## src/rtl/mbx_pkg.sv

```systemverilog
package mbx_pkg;
  localparam int DATA_W  = 8;
  localparam int STS_W   = 16;
  localparam int RDATA_W = 16;

  localparam logic [2:0] OFS_INBOX  = 3'd2;
  localparam logic [2:0] OFS_OUTBOX = 3'd3;
  localparam logic [2:0] OFS_STATUS = 3'd4;
  localparam logic [2:0] OFS_SELECT = 3'd6;

  localparam int BIT_CMD  = 0;
  localparam int BIT_RPLY = 1;
  localparam int BIT_NMI  = 11;
  localparam int BIT_SERR = 12;

  localparam logic [STS_W-1:0] STS_MASK =
    (STS_W'(1) << BIT_CMD) | (STS_W'(1) << BIT_RPLY) |
    (STS_W'(1) << BIT_NMI) | (STS_W'(1) << BIT_SERR);
endpackage

```

## src/rtl/mbx_status.sv

```systemverilog
module mbx_status
  import mbx_pkg::*;
#(
  parameter int W = STS_W,
  parameter logic [W-1:0] MASK = STS_MASK
) (
  input  logic         clk,
  input  logic         rst,
  input  logic [W-1:0] set_vec,
  input  logic [W-1:0] clr_vec,
  output logic [W-1:0] sts_d,
  output logic [W-1:0] sts_q
);
  // Clear applied first, then set, so a same-cycle set dominates.
  always_comb sts_d = ((sts_q & ~clr_vec) | set_vec) & MASK;

  always_ff @(posedge clk) begin
    if (rst) sts_q <= '0;
    else     sts_q <= sts_d;
  end
endmodule

```

## src/rtl/mbx_irq_route.sv

```systemverilog
module mbx_irq_route #(
  parameter int LINES = 4,
  localparam int SEL_W = (LINES > 1) ? $clog2(LINES) : 1
) (
  input  logic             clk,
  input  logic             rst,
  input  logic             sel_we,
  input  logic [SEL_W-1:0] sel_wdata,
  input  logic             flag_d,
  output logic [SEL_W-1:0] sel_q,
  output logic [LINES-1:0] line_q
);
  logic [SEL_W-1:0] sel_d;
  logic [LINES-1:0] dec;

  always_comb sel_d = sel_we ? sel_wdata : sel_q;

  for (genvar i = 0; i < LINES; i++) begin : g_dec
    assign dec[i] = flag_d && (sel_d == SEL_W'(i));
  end

  always_ff @(posedge clk) begin
    if (rst) begin
      sel_q  <= '0;
      line_q <= '0;
    end else begin
      sel_q  <= sel_d;
      line_q <= dec;
    end
  end
endmodule

```

## src/rtl/cmd_mailbox.sv

```systemverilog
module cmd_mailbox
  import mbx_pkg::*;
#(
  parameter int ADDR_W = 3,
  parameter int LINES  = 4,
  localparam int SEL_W = (LINES > 1) ? $clog2(LINES) : 1
) (
  input  logic               clk,
  input  logic               rst,
  input  logic               wr_en,
  input  logic               rd_en,
  input  logic [ADDR_W-1:0]  addr,
  input  logic [RDATA_W-1:0] wdata,
  output logic [RDATA_W-1:0] rdata,
  input  logic               serr_evt,
  input  logic               nmi_evt,
  output logic               smi_req,
  output logic [LINES-1:0]   irq_line
);
  logic [DATA_W-1:0]  inbox_q, outbox_q;
  logic [STS_W-1:0]   set_vec, clr_vec, sts_d, sts_q;
  logic [SEL_W-1:0]   sel_q;
  logic               wr_in, wr_out, wr_sts, wr_sel;
  logic [RDATA_W-1:0] rd_mux;

  assign wr_in  = wr_en && (addr == ADDR_W'(OFS_INBOX));
  assign wr_out = wr_en && (addr == ADDR_W'(OFS_OUTBOX));
  assign wr_sts = wr_en && (addr == ADDR_W'(OFS_STATUS));
  assign wr_sel = wr_en && (addr == ADDR_W'(OFS_SELECT));

  always_comb begin
    set_vec = '0;
    set_vec[BIT_CMD]  = wr_in;
    set_vec[BIT_RPLY] = wr_out;
    set_vec[BIT_NMI]  = nmi_evt;
    set_vec[BIT_SERR] = serr_evt;
    clr_vec = wr_sts ? wdata[STS_W-1:0] : '0;
  end

  mbx_status #(.W(STS_W), .MASK(STS_MASK)) u_sts (
    .clk(clk), .rst(rst), .set_vec(set_vec), .clr_vec(clr_vec),
    .sts_d(sts_d), .sts_q(sts_q)
  );

  mbx_irq_route #(.LINES(LINES)) u_route (
    .clk(clk), .rst(rst), .sel_we(wr_sel), .sel_wdata(wdata[SEL_W-1:0]),
    .flag_d(sts_d[BIT_RPLY]), .sel_q(sel_q), .line_q(irq_line)
  );

  always_ff @(posedge clk) begin
    if (rst) begin
      inbox_q  <= '0;
      outbox_q <= '0;
      smi_req  <= 1'b0;
    end else begin
      if (wr_in)  inbox_q  <= wdata[DATA_W-1:0];
      if (wr_out) outbox_q <= wdata[DATA_W-1:0];
      smi_req <= sts_d[BIT_CMD];
    end
  end

  always_comb begin
    rd_mux = '0;
    case (addr)
      ADDR_W'(OFS_INBOX):  rd_mux = RDATA_W'(inbox_q);
      ADDR_W'(OFS_OUTBOX): rd_mux = RDATA_W'(outbox_q);
      ADDR_W'(OFS_STATUS): rd_mux = RDATA_W'(sts_q);
      ADDR_W'(OFS_SELECT): rd_mux = RDATA_W'(sel_q);
      default:             rd_mux = '0;
    endcase
  end

  always_ff @(posedge clk) begin
    if (rst)        rdata <= '0;
    else if (rd_en) rdata <= rd_mux;
  end
endmodule

```

## config.mk

```make
export PLATFORM = sky130hd
export DESIGN_NAME = cmd_mailbox
export DESIGN_NICKNAME = d
export VERILOG_FILES = /design/src/rtl/mbx_pkg.sv /design/src/rtl/mbx_status.sv /design/src/rtl/mbx_irq_route.sv /design/src/rtl/cmd_mailbox.sv
export SDC_FILE = /design/constraint.sdc
export NUM_CORES = 1
export LEC_CHECK = 0
export BUFFER_PORTS_ARGS = -buffer_cell sky130_fd_sc_hd__buf_2
export CAP_MARGIN = 10
export CORE_MARGIN = 3
export CORE_UTILIZATION = 50
export DETAILED_ROUTE_END_ITERATION = 16
export PLACE_DENSITY = 0.77
export SYNTH_ARGS = -nofsm -noshare
export SYNTH_HDL_FRONTEND = slang
export SYNTH_SLANG_ARGS = --single-unit
```

## constraint.sdc

```tcl
create_clock -name clk -period 1.7 [get_ports clk]
set_input_delay 0.34 -clock clk [delete_from_list [all_inputs] [get_ports clk]]
set_output_delay 0.34 -clock clk [all_outputs]
set_load 0.005 [all_outputs]
```

======== After elaboration in Yosys (flattened, before gate mapping) ========
Index checks and enable logic that the tools add are counted.
operators by class
  eq/ne operators ......................... 7
  mux-type cells .......................... 3
  order comparisons ....................... 0
  add/sub/neg operators ................... 0
  divide/modulo/power cells ............... 0
  bitwise operators ....................... 3
  multiply operators ...................... 0
  shift operators ......................... 0
  reductions and logical operators ........ 9
operators with widths
  operator                                             number
  one-hot mux 13 bit (4 select lines)                  1
  AND 13 bit                                           1
  2-to-1 mux 13 bit                                    1
  NOT 13 bit                                           1
  OR 13 bit                                            1
  logical AND 1 bit                                    8
  equality test 3 x 2 -> 1 bit, second input constant  2
  equality test 3 bit, second input constant           2
  equality test 2 bit, second input constant           2
  equality test 2 x 1 -> 1 bit, second input constant  1
  zero test 2 bit                                      1
  2-to-1 mux 2 bit                                     1
word-level totals
  bits in read-only memories .............. 0
  RAM bits ................................ 0
  logic and storage cells ................. 29
  flip-flop bits (word level) ............. 43
  memories ................................ 0
  bits of input ports ..................... 25
  latch bits .............................. 0

======== Depth between registers and ports, before layout ========
  depth after elaboration ................. 7
  depth in mapped cells ................... 5

======== Cells and area by module ========
From an unflattened synthesis, not the netlist that was laid out.
unflattened totals
  cell total of the unflattened synthesis .. 226
  area total of the unflattened synthesis .. 2095.8 um2
by module, submodules not included
  module         sequential area each (um2)  area an instance (um2)  cells each  instances
  cmd_mailbox    660.6                       1534.0                  166         1
  mbx_status     80.1                        369.1                   45          1
  mbx_irq_route  120.1                       192.7                   15          1

======== Least setup slack after synthesis ========
Ideal clock, no wire load.
  path type ............................... in2reg
  start point ............................. in addr[1]
  end point ............................... reg u_route.line_q[0]
  arrival ................................. 1.173 ns
  setup time .............................. 0.090 ns
  path buffers ............................ 1
  stages .................................. 4
  slack ................................... 0.437 ns
  cells stage by stage .................... clkbuf_4 -> nand4b_4 -> mux2i_4 -> nor4bb_2
between the ends
  longest elaborated chain between the ends .. 7
  elaborated cells on any way between the ends .. 13
  those cells by class .................... eq/ne: 3; mux: 2; bitwise: 3; reduce/logical: 5
RTL lines
  element                RTL line             source
  from (decl)            cmd_mailbox.sv:12    input logic [ADDR_W-1:0] addr,
  equality test 3 bit    cmd_mailbox.sv:28    assign wr_sts = wr_en && (addr == ADDR_W'(OFS_STATUS));
  logical AND 1 bit      cmd_mailbox.sv:28
  2-to-1 mux 13 bit      cmd_mailbox.sv:37    clr_vec = wr_sts ? wdata[STS_W-1:0] : '0;
  NOT 13 bit             mbx_status.sv:15     always_comb sts_d = ((sts_q & ~clr_vec) | set_vec) & MASK;
  AND 13 bit             mbx_status.sv:15
  OR 13 bit              mbx_status.sv:15
  logical AND 1 bit (*)  mbx_irq_route.sv:19  assign dec[i] = flag_d && (sel_d == SEL_W'(i));
  to (signal assigned)   mbx_irq_route.sv:25  line_q <= '0;
  to (signal assigned)   mbx_irq_route.sv:28  line_q <= dec;
  to (decl)              mbx_irq_route.sv:11  output logic [LINES-1:0] line_q
Mark *: on every way between the ends. The rest lies on a longest branch, timed or not.
A chain may end at the register's enable or synchronous reset.

==> impl_metrics.env <==
export IMPL_routedWlPerCell_microns=13.72
export IMPL_cts_resized=0
export IMPL_p_leak_nw=0.7885
export IMPL_status="finished, final reports clean"
export IMPL_finalSetupViolations=0
export IMPL_routed_wl_microns=3334
export IMPL_path_delay_family="flip-flops"
export IMPL_synthCells=167
export IMPL_synth_edf_count=0
export IMPL_rsz0062_at_grt="no"
export IMPL_ys_seq_area_share_pct=45.61
export IMPL_tns_ns=0
export IMPL_yosys_warnings=0
export IMPL_p_total_mw=1.492
export IMPL_num_antenna_cells=0
export IMPL_cts_max_path_buffers=2
export IMPL_synth_compound_area_share_pct=10.29
export IMPL_irDropWorstVdd_mv=0.4328
export IMPL_stdcell_area_sq_mm=0.001813
export IMPL_worstSetupPathType="reg -> out"
export IMPL_fin_ws_ns=0.5169
export IMPL_wl_met3_microns=200
export IMPL_synthMuxAreaShare_pct=14.17
export IMPL_route_met2_wl_microns=1674
export IMPL_cpPeakStageDelay_ns=0.37
export IMPL_grt_max_degree=20
export IMPL_required_ns=1.36
export IMPL_grt_usage_pct=19.57
export IMPL_die_h_microns=62.22
export IMPL_synth_xor_area_share_pct=0
export IMPL_holdWs_ns=0.2419
export IMPL_syn_area_per_cell_sq_um=9.463
export IMPL_finalCritPeriodShare_pct=69.59
export IMPL_place_congestion=0.7445
export IMPL_grt_pass1_vias=1310
export IMPL_clock_sinks=36
export IMPL_synth_top_family_by_area="simple AND/OR/NAND/NOR gates"
export IMPL_place_port_buffers=33
export IMPL_pin_count=46
export IMPL_placed_cell_area_sq_mm=0.001754
export IMPL_ant_nets=0
export IMPL_core_area_sq_mm=0.002877
export IMPL_drc_errors=0
export IMPL_die_area_sq_mm=0.003871
export IMPL_overflow=0
export IMPL_dp_slack_ns=0.2393
export IMPL_cts_root_buf="clkbuf_4"
export IMPL_arrival_ns=0.84
export IMPL_nets=225
export IMPL_clk_pin_slew_ns=0.10
export IMPL_crit_path_cell_trace="buf_2"
export IMPL_synthAdderAreaFrac_pct=0
export IMPL_seq_area_sq_um=720.7
export IMPL_clk_latency_ns=0.34
export IMPL_htreeDepth=2
export IMPL_hpwl_microns=2376
export IMPL_dieWidth_microns=62.22
export IMPL_crit_path_top_delay_cell="dfxtp_1"
export IMPL_top_layer_used="met4"
export IMPL_synth_top_flop_cell="dfxtp_1"
export IMPL_synth_distinct_cells=34
export IMPL_cap_violations=0
export IMPL_via_per_inst=5.160
export IMPL_hold_buffers=0
export IMPL_finalNonFillerCells=243
export IMPL_nFillCells=252
export IMPL_syn_cell_area_sq_mm=0.001580
export IMPL_finalMaxSlewViolations=0
export IMPL_fin_util_pct=63.03
export IMPL_crit_fanout=3
export IMPL_finClkSkew_ns=0.001565
export IMPL_crit_path_end_kind="output port"
export IMPL_initial_core_util_pct=54.94
export IMPL_grt_pass1_wl_microns=5954
export IMPL_synth_async_reset_ratio_pct=0
export IMPL_hp_class="in -> reg"
export IMPL_met1_length_microns=1399
export IMPL_numCtsBuffers=5
export IMPL_dp_cells=235
export IMPL_critPathBufInv=1
export IMPL_period_minus_slack_ns=1.183
export IMPL_finalHoldViolCount=0
export IMPL_synthToLayoutAreaGrowth_pct=14.73
export IMPL_max_freq_ghz=0.8453
export IMPL_multi_input_area_sq_um=767.0
export IMPL_dr_first_iter_drc_count=52
export IMPL_drive_gt1_share_pct=24.88
export IMPL_start_kind="register"
export IMPL_yosys_area_share_simple_pct=22.64
export IMPL_antenna_found_initial=0
export IMPL_ys_seq_elements=36
export IMPL_vias=1254
export IMPL_dr_pass1_iters=4
export IMPL_cts_tree="done"
export IMPL_post_cts_buffers=0
export IMPL_num_rows=19
export IMPL_powerDensity_mw_per_mm2=823.1
==> cells in the mapped netlist (2+ instances only) <==
cell type | instances | area, sq um
a21oi_1 | 19 | 95.09
nor2_1 | 20 | 75.07
dfxtp_1 | 36 | 720.7
inv_1 | 5 | 18.77
nand2_1 | 16 | 60.06
o21ai_0 | 2 | 10.01
nand2b_1 | 5 | 31.28
clkbuf_1 | 6 | 22.52
nand3_1 | 3 | 15.01
o22ai_1 | 2 | 12.51
mux2i_1 | 12 | 120.1
buf_4 | 7 | 52.55
nor2b_1 | 6 | 37.54
mux2_1 | 6 | 67.56
a22o_1 | 2 | 17.52
buf_2 | 2 | 10.01
==> flip-flops by register name, summed over array words and instances, names as in the netlist <==
signal / cells
outbox_q: 8
rdata: 10
u_route.sel_q: 2
u_route.line_q: 4
u_sts.sts_q: 4
inbox_q: 8
==> layout make-up <==
class,instances,share of cell area (%)
Clock buffer,8,3.244
Tap cell,42,2.899
Multi-Input combinational cell,115,42.31
Sequential cell,36,39.75
Timing Repair Buffer,37,10.77
Inverter,5,1.035
==> cells in the final DEF, fill, tap and decap left out, drive strengths merged, types with 2 or more instances in the layout <==
cell type	n
a21oi	19
a22o	2
buf	37
clkbuf	8
conb	6
dfxtp	36
inv	5
mux2	6
mux2i	14
nand2	16
nand2b	5
nand3	3
nand4b	2
nor2	20
nor2b	6
nor4b	2
o21ai	2
o22ai	2
==> path summary, 6_finish.rpt <==
| path | start | endpoint | slack (ns) | cells past startpoint |
|---|---|---|---|---|
| max | u_sts.sts_q[0] | smi_req | 0.52 | 1 |
| min reg2reg | outbox_q[0] | outbox_q[0] | 0.47 | 2 |
| min | wdata[7] | outbox_q[7] | 0.24 | 3 |
| max reg2reg | u_sts.sts_q[1] | u_route.line_q[1] | 0.64 | 3 |
==> power breakdown <==
group          internal, mW  switching, mW
Combinational        0.0635         0.0889
Sequential            0.862         0.0107
Clock                 0.204          0.263
Total                  1.13          0.363
==> per-layer routing <==
metal	vias to the layer above	track usage, %
met5	-	0
met4	0	10.50
met3	8	7.387
met2	36	31.85
met1	591	22.16
li1	619	-
==> logic make-up after synthesis <==
group | after synthesis
simple gates | 62
flops | 36
buf+inv | 21
compound gates | 27
other cells | 1
mux | 20
Power figures use the tool's default switching activity.
